**config.mk**
```make
export PLATFORM = sky130hd
export DESIGN_NAME = prio_irq_ctrl
export DESIGN_NICKNAME = d
export VERILOG_FILES = /design/src/rtl/pic_pkg.sv /design/src/rtl/pic_cfg.sv /design/src/rtl/pic_req.sv /design/src/rtl/pic_resolve.sv /design/src/rtl/prio_irq_ctrl.sv
export SDC_FILE = /design/constraint.sdc
export NUM_CORES = 1
export LEC_CHECK = 0
export BUFFER_PORTS_ARGS = -buffer_cell sky130_fd_sc_hd__buf_2
export CORE_MARGIN = 5
export CORE_UTILIZATION = 57
export DETAILED_ROUTE_END_ITERATION = 8
export PLACE_DENSITY = 0.78
export SYNTH_ARGS = -nofsm -noshare
export SYNTH_HDL_FRONTEND = slang
export SYNTH_SLANG_ARGS = --single-unit
```
**constraint.sdc**
```tcl
create_clock -name clk -period 3.6 [get_ports clk]
set_input_delay 0.36 -clock clk [delete_from_list [all_inputs] [get_ports clk]]
set_output_delay 0.36 -clock clk [all_outputs]
set_load 0.03 [all_outputs]
```
**src/rtl/pic_pkg.sv**
```systemverilog
package pic_pkg;
  typedef enum logic [1:0] {
    STEP_DONE = 2'd0,
    STEP_VEC  = 2'd1,
    STEP_CAS  = 2'd2,
    STEP_MODE = 2'd3
  } init_step_t;

  localparam logic [1:0] ADDR_CMD  = 2'd0;
  localparam logic [1:0] ADDR_DATA = 2'd1;
  localparam logic [1:0] ADDR_TRIG = 2'd2;
  localparam logic [7:0] CMD_EOI   = 8'h20;
endpackage

```
**src/rtl/pic_cfg.sv**
```systemverilog
module pic_cfg
  import pic_pkg::*;
#(
  parameter int N_IN   = 8,
  parameter int DATA_W = 8
) (
  input  logic              clk,
  input  logic              rst,
  input  logic [1:0]        bus_addr,
  input  logic              bus_wr,
  input  logic              bus_rd,
  input  logic [DATA_W-1:0] bus_wdata,
  input  logic [N_IN-1:0]   irr,
  input  logic [N_IN-1:0]   isr,
  output logic [DATA_W-1:0] bus_rdata,
  output logic [N_IN-1:0]   mask,
  output logic [N_IN-1:0]   lvl_sel,
  output logic [DATA_W-1:0] vec_base,
  output logic              eoi_cmd,
  output logic              init_cmd
);
  init_step_t          step_q;
  logic                need_mode_q, level_all_q, sel_isr_q;
  logic [N_IN-1:0]     trig_q;
  logic [DATA_W-1:0]   rd_mux;
  logic                wr_cmd, wr_data, wr_trig;

  assign wr_cmd   = bus_wr && (bus_addr == ADDR_CMD);
  assign wr_data  = bus_wr && (bus_addr == ADDR_DATA);
  assign wr_trig  = bus_wr && (bus_addr == ADDR_TRIG);
  assign init_cmd = wr_cmd && bus_wdata[4];
  assign eoi_cmd  = wr_cmd && (bus_wdata == DATA_W'(CMD_EOI));
  assign lvl_sel  = trig_q | {N_IN{level_all_q}};

  always_comb begin
    case (bus_addr)
      ADDR_CMD:  rd_mux = DATA_W'(sel_isr_q ? isr : irr);
      ADDR_DATA: rd_mux = DATA_W'(mask);
      ADDR_TRIG: rd_mux = DATA_W'(trig_q);
      default:   rd_mux = '0;
    endcase
  end

  always_ff @(posedge clk) begin
    if (rst) begin
      step_q      <= STEP_DONE;
      need_mode_q <= 1'b0;
      level_all_q <= 1'b0;
      sel_isr_q   <= 1'b0;
      mask        <= '1;
      trig_q      <= '0;
      vec_base    <= '0;
      bus_rdata   <= '0;
    end else begin
      if (init_cmd) begin
        step_q      <= STEP_VEC;
        level_all_q <= bus_wdata[3];
        need_mode_q <= bus_wdata[0];
        mask        <= '1;
        sel_isr_q   <= 1'b0;
      end else if (wr_cmd && bus_wdata[3] && bus_wdata[1]) begin
        sel_isr_q <= bus_wdata[0];
      end
      if (wr_data) begin
        case (step_q)
          STEP_VEC: begin
            vec_base <= bus_wdata;
            step_q   <= STEP_CAS;
          end
          STEP_CAS:  step_q <= need_mode_q ? STEP_MODE : STEP_DONE;
          STEP_MODE: step_q <= STEP_DONE;
          default:   mask   <= bus_wdata[N_IN-1:0];
        endcase
      end
      if (wr_trig) trig_q <= bus_wdata[N_IN-1:0];
      if (bus_rd) bus_rdata <= rd_mux;
    end
  end
endmodule

```
**src/rtl/pic_req.sv**
```systemverilog
module pic_req #(
  parameter int N_IN = 8
) (
  input  logic            clk,
  input  logic            rst,
  input  logic [N_IN-1:0] irq_in,
  input  logic [N_IN-1:0] lvl_sel,
  input  logic [N_IN-1:0] ack_bit,
  output logic [N_IN-1:0] irr
);
  logic [N_IN-1:0] prev_q;

  for (genvar g = 0; g < N_IN; g++) begin : g_line
    always_ff @(posedge clk) begin
      if (rst) begin
        prev_q[g] <= 1'b0;
        irr[g]    <= 1'b0;
      end else begin
        prev_q[g] <= irq_in[g];
        if (lvl_sel[g])
          irr[g] <= irq_in[g];
        else if (irq_in[g] && !prev_q[g])
          irr[g] <= 1'b1;
        else if (ack_bit[g])
          irr[g] <= 1'b0;
      end
    end
  end
endmodule

```
**src/rtl/pic_resolve.sv**
```systemverilog
module pic_resolve #(
  parameter int N_IN  = 8,
  parameter int IDX_W = $clog2(N_IN)
) (
  input  logic [N_IN-1:0]  irr,
  input  logic [N_IN-1:0]  isr,
  input  logic [N_IN-1:0]  mask,
  output logic [N_IN-1:0]  pick,
  output logic [IDX_W-1:0] pick_idx,
  output logic             any_elig
);
  logic [N_IN-1:0] allowed, elig;

  always_comb begin
    allowed  = (isr == '0) ? '1 : ((isr & (~isr + N_IN'(1))) - N_IN'(1));
    elig     = irr & ~mask & allowed;
    pick     = elig & (~elig + N_IN'(1));
    any_elig = |elig;
    pick_idx = '0;
    for (int i = N_IN - 1; i >= 0; i--)
      if (elig[i]) pick_idx = IDX_W'(i);
  end
endmodule

```
**src/rtl/prio_irq_ctrl.sv**
```systemverilog
module prio_irq_ctrl #(
  parameter int N_IN   = 8,
  parameter int DATA_W = 8
) (
  input  logic              clk,
  input  logic              rst,
  input  logic [1:0]        bus_addr,
  input  logic              bus_wr,
  input  logic              bus_rd,
  input  logic [DATA_W-1:0] bus_wdata,
  output logic [DATA_W-1:0] bus_rdata,
  input  logic [N_IN-1:0]   irq_in,
  input  logic              inta,
  output logic              int_req,
  output logic [DATA_W-1:0] vec_out,
  output logic              vec_valid
);
  localparam int IDX_W = $clog2(N_IN);

  logic [N_IN-1:0]   isr_q, irr_w, mask_w, lvl_w, pick_w, ack_bit, eoi_clr;
  logic [DATA_W-1:0] base_w;
  logic [IDX_W-1:0]  idx_w;
  logic              any_w, eoi_w, init_w, ack_w;

  pic_cfg #(.N_IN(N_IN), .DATA_W(DATA_W)) cfg_i (
    .clk(clk), .rst(rst), .bus_addr(bus_addr), .bus_wr(bus_wr), .bus_rd(bus_rd),
    .bus_wdata(bus_wdata), .irr(irr_w), .isr(isr_q), .bus_rdata(bus_rdata),
    .mask(mask_w), .lvl_sel(lvl_w), .vec_base(base_w), .eoi_cmd(eoi_w),
    .init_cmd(init_w)
  );

  pic_req #(.N_IN(N_IN)) req_i (
    .clk(clk), .rst(rst), .irq_in(irq_in), .lvl_sel(lvl_w),
    .ack_bit(ack_bit), .irr(irr_w)
  );

  pic_resolve #(.N_IN(N_IN)) res_i (
    .irr(irr_w), .isr(isr_q), .mask(mask_w), .pick(pick_w),
    .pick_idx(idx_w), .any_elig(any_w)
  );

  assign ack_w   = inta && any_w;
  assign ack_bit = ack_w ? pick_w : '0;
  assign eoi_clr = eoi_w ? (isr_q & (~isr_q + N_IN'(1))) : '0;
  assign int_req = any_w;

  always_ff @(posedge clk) begin
    if (rst) begin
      isr_q     <= '0;
      vec_out   <= '0;
      vec_valid <= 1'b0;
    end else begin
      if (init_w) isr_q <= '0;
      else        isr_q <= (isr_q & ~eoi_clr) | ack_bit;
      vec_valid <= ack_w;
      if (ack_w) vec_out <= base_w + DATA_W'(idx_w);
    end
  end
endmodule

```
* After elaboration in Yosys (flattened, before gate mapping)
Cells that the tools add are included.
Storage, ports and cells: bits in registers 70, bits in latches 0, bits in writable memories 0, ROM bits 0, input bits 23, output and inout port bits 18, logic and storage cells 130, memories 0
Cells by class: $add $sub $neg 4, multiply operators 0, div/mod/pow operators 0, $lt $le $gt $ge 0, equal/unequal tests 6, shifts and indexed selects 0, multiplexer cells 44, bitwise logic cells 11, reduce and logical (&&, ||, !) cells 38
Operator list (count):
- 2-to-1 mux 8 bit | 7
- bitwise AND 8 bit | 5
- NOT 8 bit | 4
- 2-to-1 mux 1 bit | 24
- 2-to-1 mux 3 bit | 8
- case mux 8 bit (3 select lines) | 1
- nonzero test 3 bit | 8
- adder 8 x 1 -> 8 bit, second input constant | 2
- logical AND 1 bit | 16
- OR 8 bit | 2
- adder 8 x 3 -> 8 bit | 1
- == test 8 x 6 -> 1 bit, second input constant | 1
- zero test 1 bit | 8
- zero test 8 bit | 1
- OR reduction 8 bit | 1
- subtractor 8 x 1 -> 8 bit, second input constant | 1
- == test 2 bit, second input constant | 3
- 2-to-1 mux 2 bit | 3
- case mux 2 bit (3 select lines) | 1
- == test 2 x 1 -> 1 bit, second input constant | 2
- OR reduction 3 bit | 1
- zero test 2 bit | 1
- AND reduction 2 bit | 1
- OR reduction 2 bit | 1

* Logic depth before layout (Yosys ltp)
Gate-level depths: netlist of the first run.
word-level depth 15, depth in mapped cells 13, gate-level depth less buffers 13

* Cells and area by module
A second synthesis of the first run with hierarchy kept.
Unflattened totals: cells, all modules 379, area, all modules 3583.4 um^2
By module, submodules not included:
- pic_cfg | instances 1, cells an instance 188, area each 1767.9 um^2, sequential area each 740.7 um^2
- prio_irq_ctrl | instances 1, cells an instance 102, area each 875.8 um^2, sequential area each 340.3 um^2
- pic_req | instances 1, cells an instance 49, area each 648.1 um^2, sequential area each 320.3 um^2
- pic_resolve | instances 1, cells an instance 40, area each 291.5 um^2, sequential area each 0.0 um^2

* Worst setup path before layout of the first run
OpenSTA, ideal clock, no wires.
path kind register to register, start point reg isr_q[0], end point reg vec_out[6], library setup time 131 ps, arrival 2831 ps, required time 3469 ps, slack 638 ps, stages on the path, launching flop included 14, path buffers 1, clock period less this slack 2962 ps, cell sequence dfxtp_1 > buf_6 > or4_4 > nor4_4 > a21oi_1 > o31ai_1 > ha_1 > inv_1 > fa_1 > nor2b_1 > o2111ai_1 > xnor2_1 > a211oi_1 > a211oi_1
Between the ends: longest elaborated chain between the ends 15, elaborated cells on any way between the ends 18, classes of those cells add/sub: 3; mux: 9; bitwise: 3; reduce/logical: 3
RTL lines:
- from (decl) | RTL line prio_irq_ctrl.sv:20 | logic [N_IN-1:0] isr_q, irr_w, mask_w, lvl_w, pick_w, ack_bit, eoi_clr;
- from (signal assigned) | RTL line prio_irq_ctrl.sv:54 | else isr_q <= (isr_q & ~eoi_clr) | ack_bit;
- NOT 8 bit | RTL line pic_resolve.sv:15 | allowed = (isr == '0) ? '1 : ((isr & (~isr + N_IN'(1))) - N_IN'(1));
- adder 8 x 1 -> 8 bit | RTL line pic_resolve.sv:15
- bitwise AND 8 bit | RTL line pic_resolve.sv:15
- subtractor 8 x 1 -> 8 bit | RTL line pic_resolve.sv:15
- 2-to-1 mux 8 bit * | RTL line pic_resolve.sv:15
- bitwise AND 8 bit * | RTL line pic_resolve.sv:16 | elig = irr & ~mask & allowed;
- 2-to-1 mux 3 bit (8 in series) | RTL line pic_resolve.sv:21 | if (elig[i]) pick_idx = IDX_W'(i);
- adder 8 x 3 -> 8 bit | RTL line prio_irq_ctrl.sv:56 | if (ack_w) vec_out <= base_w + DATA_W'(idx_w);
- to (signal assigned) | RTL line prio_irq_ctrl.sv:56
- to (decl) | RTL line prio_irq_ctrl.sv:15 | output logic [DATA_W-1:0] vec_out,
Every way passes the cells marked *; elsewhere a longest branch is shown, timed or not. A chain may end at the register's enable or synchronous reset.

* Worst setup path in the final report of the first run
Same ends and word-level chain as after synthesis.

==> impl_metrics.toml, run 1 <==
[synth]
synth_nets = 428
synth-seq-area-share_pct = 41.4
ys.flop_type = "dfxtp_1"
synth.area.top_cells = "dfxtp_1 (41%), mux2i_1 (5.9%), nor2_1 (5.4%)"
netlist_area_um2 = 3380
async_flop_share_pct = 0
synthTopCellsByCount = "dfxtp_1 (70), nor2_1 (49), nand2_1 (41), a21oi_1 (26)"
post-synth-top-area-cell = "dfxtp_1"
ys_seq_elements = 70
yosysMostFrequentCell = "dfxtp_1"
yosysTopAreaCellShare_pct = 41.4
avgSynthCellArea_um2 = 8.44
synth_edf_count = 0
postSynthCellCount = 401
ys_warn_count = 0
ys_types = 53

[grt]
grtUsageMet3_pct = 4.16
antenna_found_initial = 0
grtUsageTotal_pct = 24.4
use_met1_pct = 28.6
grt_pass1_wl_um = 14300
grt.busiest_layer = "met2"
met2_usage_pct = 42.4
grt_max_degree = 29
overflow = 0
grt_pass1_vias = 3007

[detailed_routing]
routed_wl_um = 8460
firstDrtPassIters = 4
wl_per_cell_um = 16.4
drcViolationCount = 0
ant_nets = 0
dr_total_vias = 3008
drt-initial-drc-count = 160
viasPerCell = 5.84

[timing]
rsz0062_at_grt = "false"
hold_viol = 0
fmaxAchievable_mhz = 305
setup_viol = 0
worstMarginPinSlew_ns = 0.927
finalCriticalPeriod_ns = 3.27
tns_ns = 0
skew_ns = 0.0122
fin_crit_sh_pct = 91.0
worst_slack_ns = 0.326
slew_violations = 0
relSlewSlack_pct = 37.7

[final_layout]
drive_gt1_share_pct = 17.5
register_area_um2 = 1400
final_util_pct = 65.9
finalNetCount = 462
multi_input_area_um2 = 1870
num_antenna_cells = 0
fillers = 493
stdcell_area_um2 = 3850
syn_to_final_growth_pct = 13.9

[clock_tree]
cts_hold_buf = 0
cts_buffer_depth = 2
cts_resized = 0
cts_setup_buffers = 0
cts_made_buffers = 9
cts_tree = "done"
cts.htree.levels = 3
path_clk_slew_ns = 0.07
clkLatencyLatePin_ns = 0.35
cts-root-buf = "clkbuf_8"
cts_sinks = 70

[floorplan]
dieArea_um2 = 7580
rows = 28
boundaryPins = 41
die_h_um = 87.1
initial_utilization_pct = 57.8
die_x_um = 87.1
core_area_um2 = 5850

[placed_design]
io_buffers = 40
placed_area_um2 = 3630
gp_congestion = 0.872
dp_hpwl_um = 6320
place_ws_ns = 0.312

[power_and_ir_drop]
total_power_mw = 1.73
irDropWorstVdd_v = 0.000282
power_density_nw_per_um2 = 448
leakage_nw = 1.55

[worst_setup_path]
worst_setup_path_end_kind = "register"
crit_required_ns = 3.81
cp.arrival_ns = 3.48
cp_max_fo = 11
start_kind = "register"
crit_type = "register to register"

[job]
max-cap-violations = 0

[hold_path]
hold_class = "primary input to register"

[run_status]
status = "finished, final reports clean"
==> final timing paths <==
path,startpoint,slack (ns),end,cells after the start
worst max-delay path,isr_q[0]$_SDFF_PP0_,0.33,vec_out[6]$_SDFFE_PP0P_,12
worst max register to register,isr_q[0]$_SDFF_PP0_,0.33,vec_out[6]$_SDFFE_PP0P_,12
worst min-delay path,irq_in[4],0.24,req_i.prev_q[4]$_SDFF_PP0_,2
worst min register to register,vec_out[5]$_SDFFE_PP0P_,0.46,vec_out[5]$_SDFFE_PP0P_,2
==> through the flow <==
step                      instances  hold WS [ns]
final                           515         0.244
after global routing            515         0.248
after CTS                       515         0.238
after detailed placement        499         0.450
after global placement          499         0.445
after floorplan                 401         0.441
==> kinds of logic (layout without fill, tap and decap cells) <==
logic type / count (synthesis) / after routing / synth area share [%]
and+or+nand+nor: 184 / 184 / 28.0
AOI/OAI and AO/OA: 85 / 85 / 16.9
DFF: 70 / 70 / 41.4
buffers and inverters: 29 / 68 / 3.44
muxes: 24 / 24 / 7.25
xor gates and xnor gates: 5 / 5 / 1.29
adders and majority gates: 4 / 4 / 1.70
==> cells in the final DEF, fill, tap and decap left out, types with 3 or more instances in the layout <==
| cell | count |
|---|---|
| nor4b_1 | 3 |
| o21bai_1 | 9 |
| o21ai_0 | 15 |
| nor2b_1 | 20 |
| or3_1 | 3 |
| buf_2 | 40 |
| a211oi_1 | 5 |
| nand2_1 | 41 |
| a311oi_1 | 8 |
| nor3_1 | 16 |
| inv_1 | 7 |
| ha_1 | 3 |
| nand2b_1 | 15 |
| a32o_1 | 3 |
| nor3b_1 | 4 |
| nor2_1 | 49 |
| a21oi_1 | 26 |
| mux2_2 | 4 |
| mux2i_1 | 20 |
| nor4_1 | 3 |
| a21o_1 | 4 |
| dfxtp_1 | 70 |
| buf_4 | 5 |
| nand3b_1 | 3 |
| xnor2_1 | 3 |
| clkbuf_8 | 10 |
| nand3_1 | 13 |
==> sequential cells by signal (all words and copies together), names as in the netlist <==
register	flops
isr_q	8
cfg_i.step_q	2
req_i.prev_q	8
cfg_i.need_mode_q	1
cfg_i.bus_rdata	8
cfg_i.trig_q	8
cfg_i.vec_base	8
vec_out	8
req_i.irr	8
cfg_i.mask	8
cfg_i.sel_isr_q	1
cfg_i.level_all_q	1
vec_valid	1
==> power by group <==
part	switching, mW	leakage [nW]	internal [mW]
sequential	0.0249	0.572	0.806
clock	0.298	0.113	0.411
combinational	0.114	0.861	0.0737
==> area by class of cell <==
type | count | share of cell area, %
Clock buffer | 11 | 3.67
Clock inverter | 5 | 2.14
Inverter | 7 | 0.682
Multi-Input combinational cell | 302 | 48.6
Sequential cell | 70 | 36.4
Tap cell | 75 | 2.43
Timing Repair Buffer | 45 | 6.17
==> layer usage <==
layer / wire [µm] / share of wire (%)
met2: 4240 / 50
met1: 3510 / 42
met4: 236 / 2.8
met3: 472 / 5.6
met5: 0 / 0
==> critical path, stage by stage (launching register included) <==
cell and delay [ns]:
dfxtp_1 0.41, or4_4 0.57, nor4_4 0.32, a21oi_1 0.13
o31ai_2 0.22, ha_1 0.24, inv_1 0.06, fa_1 0.37
nor2b_1 0.20, o2111ai_1 0.17, xnor2_1 0.16, a211oi_1 0.22
a211oi_1 0.07
Note: power is estimated with default switching activity, not from simulation.
==> run 2, diff against run 1 <==
--- a/config.mk
+++ b/config.mk
@@ -7,4 +7,5 @@
 export LEC_CHECK = 0
 export BUFFER_PORTS_ARGS = -buffer_cell sky130_fd_sc_hd__buf_2
+export CORE_ASPECT_RATIO = 0.8
 export CORE_MARGIN = 5
 export CORE_UTILIZATION = 57
==> constraint.sdc (replaced) <==
create_clock -name clk -period 3.6 [get_ports clk]
set_input_delay 0.9 -clock clk [delete_from_list [all_inputs] [get_ports clk]]
set_output_delay 0.9 -clock clk [all_outputs]
set_load 0.03 [all_outputs]
==> impl_metrics.toml, run 2 (synthesis gave the netlist of run 1 again) <==
[run_status]
status = "finished, final reports clean"

[timing]
rsz0062_at_grt = "false"
fmaxAchievable_mhz = 302
setup_viol = 0
skew_ns = 0.0125
finalCriticalPeriod_ns = 3.31
hold_viol = 0
relSlewSlack_pct = 41.6
worstMarginPinSlew_ns = 0.869
fin_crit_sh_pct = 92.0
slew_violations = 0
tns_ns = 0

[floorplan]
dieArea_um2 = 7590
die_h_um = 78.9
boundaryPins = 41
initial_utilization_pct = 57.9
die_x_um = 96.2
core_area_um2 = 5850
rows = 25

[detailed_routing]
viasPerCell = 5.76
wl_per_cell_um = 16.8
ant_nets = 0
firstDrtPassIters = 5
routed_wl_um = 8730
drt-initial-drc-count = 183
dr_total_vias = 2988
drcViolationCount = 0

[grt]
grtUsageTotal_pct = 25.0
antenna_found_initial = 0
overflow = 0
grt_max_degree = 41
grt_pass1_vias = 2897
grt_pass1_wl_um = 14500

[placed_design]
io_buffers = 40
placed_area_um2 = 3620
gp_congestion = 0.980
dp_hpwl_um = 6410

[final_layout]
fillers = 515
multi_input_area_um2 = 1870
num_antenna_cells = 0
final_common_cell = "dfxtp_1"
register_area_um2 = 1400
drive_gt1_share_pct = 16.7
finalNetCount = 460
final_cell_mix = "dfxtp_1 (70), nor2_1 (49), nand2_1 (41), buf_2 (40), a21oi_1 (26)"
stdcell_area_um2 = 3860
syn_to_final_growth_pct = 14.0

[clock_tree]
cts.htree.levels = 3
cts_setup_buffers = 0
clkLatencyLatePin_ns = 0.35
cts_sinks = 70
cts_made_buffers = 9
cts_tree = "done"
cts_hold_buf = 0
path_clk_slew_ns = 0.07
cts_resized = 0
cts_buffer_depth = 2
cts-root-buf = "clkbuf_8"

[power_and_ir_drop]
total_power_mw = 1.79
irDropWorstVdd_v = 0.000298
leakage_nw = 1.54
power_density_nw_per_um2 = 463

[job]
max-cap-violations = 0

[worst_setup_path]
crit_required_ns = 3.81
worst_setup_path_end_kind = "register"
cp.arrival_ns = 3.53
cp_max_fo = 11
start_kind = "register"
crit_type = "register to register"

[hold_path]
hold_class = "register to register"
==> run 2: worst paths after layout <==
path                            depth (start not counted)                     from  slack [ns]                      end
worst max register to register                         12      isr_q[0]$_SDFF_PP0_        0.29  vec_out[6]$_SDFFE_PP0P_
worst min-delay path                                    2  vec_out[5]$_SDFFE_PP0P_        0.45  vec_out[5]$_SDFFE_PP0P_
worst max-delay path                                   12      isr_q[0]$_SDFF_PP0_        0.29  vec_out[6]$_SDFFE_PP0P_
worst min register to register                          2  vec_out[5]$_SDFFE_PP0P_        0.45  vec_out[5]$_SDFFE_PP0P_
==> run 2: layout make-up <==
class	instances	share of cell area, %
Clock buffer	11	3.41
Multi-Input combinational cell	302	48.4
Clock inverter	5	2.79
Tap cell	81	2.63
Timing Repair Buffer	43	5.77
Sequential cell	70	36.3
Inverter	7	0.681
==> run 2: power by group <==
part	switching, mW	internal, mW	leakage, nW
sequential	0.0271	0.806	0.572
combinational	0.116	0.0721	0.849
clock	0.302	0.463	0.118
==> run 2: worst max-delay path, cell delays in order, from the launching register on <==
cell	delay, ns
dfxtp_1	0.41
or4_4	0.57
nor4_4	0.31
a21oi_1	0.11
o31ai_1	0.26
ha_1	0.27
inv_1	0.08
fa_1	0.40
nor2b_1	0.19
o2111ai_1	0.15
xnor2_1	0.16
a211oi_1	0.22
a211oi_1	0.07
==> run 2: stage by stage <==
stage,std cells,setup slack [ns],hold WS [ns],util [%]
after detailed placement,503,0.374,0.447,61.9
after global placement,503,0.479,0.445,61.9
after global routing,519,0.0289,0.484,65.9
final,519,0.287,0.454,65.9
after floorplan,401,0.638,0.441,-
after CTS,519,0.314,0.459,65.9
==> run 2: routing by layer <==
layer | up-vias | global-route usage, % | wire length (µm)
li1 | 1479 | - | -
met1 | 1387 | 36.6 | 4180
met2 | 113 | 35.8 | 3800
met3 | 9 | 6.25 | 648
met4 | 0 | 7.53 | 108
met5 | - | 0 | 0
==> run 3, diff against run 2 <==
clock period = 3.3 ns   (was 3.6 ns; I/O delays follow)
==> impl_metrics.toml, run 3 (synthesis gave the netlist of run 1 again) <==
[run_status]
status = "finished, final reports clean"

[grt]
overflow = 0
grt_max_degree = 27
antenna_found_initial = 0
grt_pass1_wl_um = 14300
grt_pass1_vias = 2868
grtUsageTotal_pct = 24.6

[timing]
finalCriticalPeriod_ns = 3.13
fin_crit_sh_pct = 95.0
fmaxAchievable_mhz = 319
worstMarginPinSlew_ns = 0.716
hold_viol = 0
skew_ns = 0.0104
relSlewSlack_pct = 52.2
setup_viol = 0
slew_violations = 0
tns_ns = 0

[floorplan]
die_h_um = 78.9
dieArea_um2 = 7590
die_x_um = 96.2
initial_utilization_pct = 57.9
boundaryPins = 41
core_area_um2 = 5850
rows = 25

[placed_design]
dpl.cell_count = 508
dp_hpwl_um = 6220
io_buffers = 40
placed_area_um2 = 3660
gp_congestion = 0.986

[worst_setup_path]
worst_setup_path_end_kind = "register"
start_kind = "register"
cpLargestDelayFamily = "simple AND/OR/NAND/NOR gates"
crit_type = "register to register"
crit_cells = 12
cp_max_fo = 6
rrSetupSlack_ns = 0.17
r2r_cells = 12
cp_cell_sequence = "or4_4 -> nor3b_4 -> a21oi_2 -> o31ai_2 -> ha_2 -> inv_1 -> fa_1 -> nor2b_2 -> o2111ai_2 -> xnor2_1 -> a211oi_2 -> a211oi_1"
cpPeakStageDelay_ns = 0.57
crit_required_ns = 3.53
cp_num_buf_inv = 1
cp.arrival_ns = 3.36
critPathSlowestCell = "or4_4"

[detailed_routing]
routed_wl_um = 8630
ant_nets = 0
wl_per_cell_um = 16.5
firstDrtPassIters = 5
drcViolationCount = 0
drt-initial-drc-count = 181
dr_total_vias = 3068
viasPerCell = 5.85

[clock_tree]
cts_sinks = 70
cts_hold_buf = 0
cts_tree = "done"
clkLatencyLatePin_ns = 0.35
path_clk_slew_ns = 0.07
cts.htree.levels = 3
cts_buffer_depth = 2
cts-root-buf = "clkbuf_8"
cts_made_buffers = 9

[final_layout]
final_util_pct = 66.6
fillers = 508
final_common_cell = "dfxtp_1"
finalNetCount = 466
final_cell_mix = "dfxtp_1 (68), nor2_1 (49), nand2_1 (41), buf_2 (40), a21oi_1 (25)"
drive_gt1_share_pct = 19.4
post_layout_nonfiller_instances = 524
register_area_um2 = 1400
syn_to_final_growth_pct = 15.1
multi_input_area_um2 = 1890
num_antenna_cells = 0
stdcell_area_um2 = 3890

[job]
max-cap-violations = 0

[hold_path]
hold_class = "register to register"
worstHoldPathCells = 2

[power_and_ir_drop]
leakage_nw = 1.55
power_density_nw_per_um2 = 475
irDropWorstVdd_v = 0.000302
-- run 3: timing repair --
item / 4_1_cts / 5_1_grt
setup buffers: 0 / 1
resized for setup: 0 / 8
setup endpoints to repair: 0 / 2
-- run 3: tightest hold or removal path, stage by stage (launching register included) --
cell and delay, ns:
dfxtp_1 0.31, inv_1 0.06, a221oi_2 0.05
-- run 3: final timing paths --
check / start / to
max reg2reg: isr_q[2]$_SDFF_PP0_ / vec_out[6]$_SDFFE_PP0P_
max: isr_q[2]$_SDFF_PP0_ / vec_out[6]$_SDFFE_PP0P_
min reg2reg: vec_out[4]$_SDFFE_PP0P_ / vec_out[4]$_SDFFE_PP0P_
min: vec_out[4]$_SDFFE_PP0P_ / vec_out[4]$_SDFFE_PP0P_
-- run 3: layout make-up --
cell class              count  area share, %
clock buffers              11           3.37
clock inverters             4           1.86
inverters                   7          0.675
multi-input cells         302           48.6
flip-flops and latches     70           36.0
well taps                  81           2.60
repair buffers             49           6.87
-- run 3: layer usage --
metal	GRT usage [%]	share of wire, %	vias to the layer above
met5	0	0	-
li1	-	-	1491
met3	8.33	10	15
met1	36.1	46	1417
met4	6.11	1.5	0
met2	34.5	42	145
-- run 3: report_power, final --
part	switching (mW)	internal, mW	total [mW]
Combinational	0.127	0.0824	0.210
Sequential	0.0293	0.879	0.908
Clock	0.311	0.421	0.732
-- run 3: per-stage QoR --
| stage | hold slack [ns] | setup slack (ns) | power, mW |
|---|---|---|---|
| global placement | 0.448 | 0.184 | 1.13 |
| CTS | 0.463 | 0.0526 | 1.86 |
| finish | 0.458 | 0.165 | 1.85 |
| global route | 0.481 | -0.0573 | 1.93 |
| detailed placement | 0.454 | 0.0806 | 1.13 |
| floorplan | 0.441 | 0.338 | 1.06 |
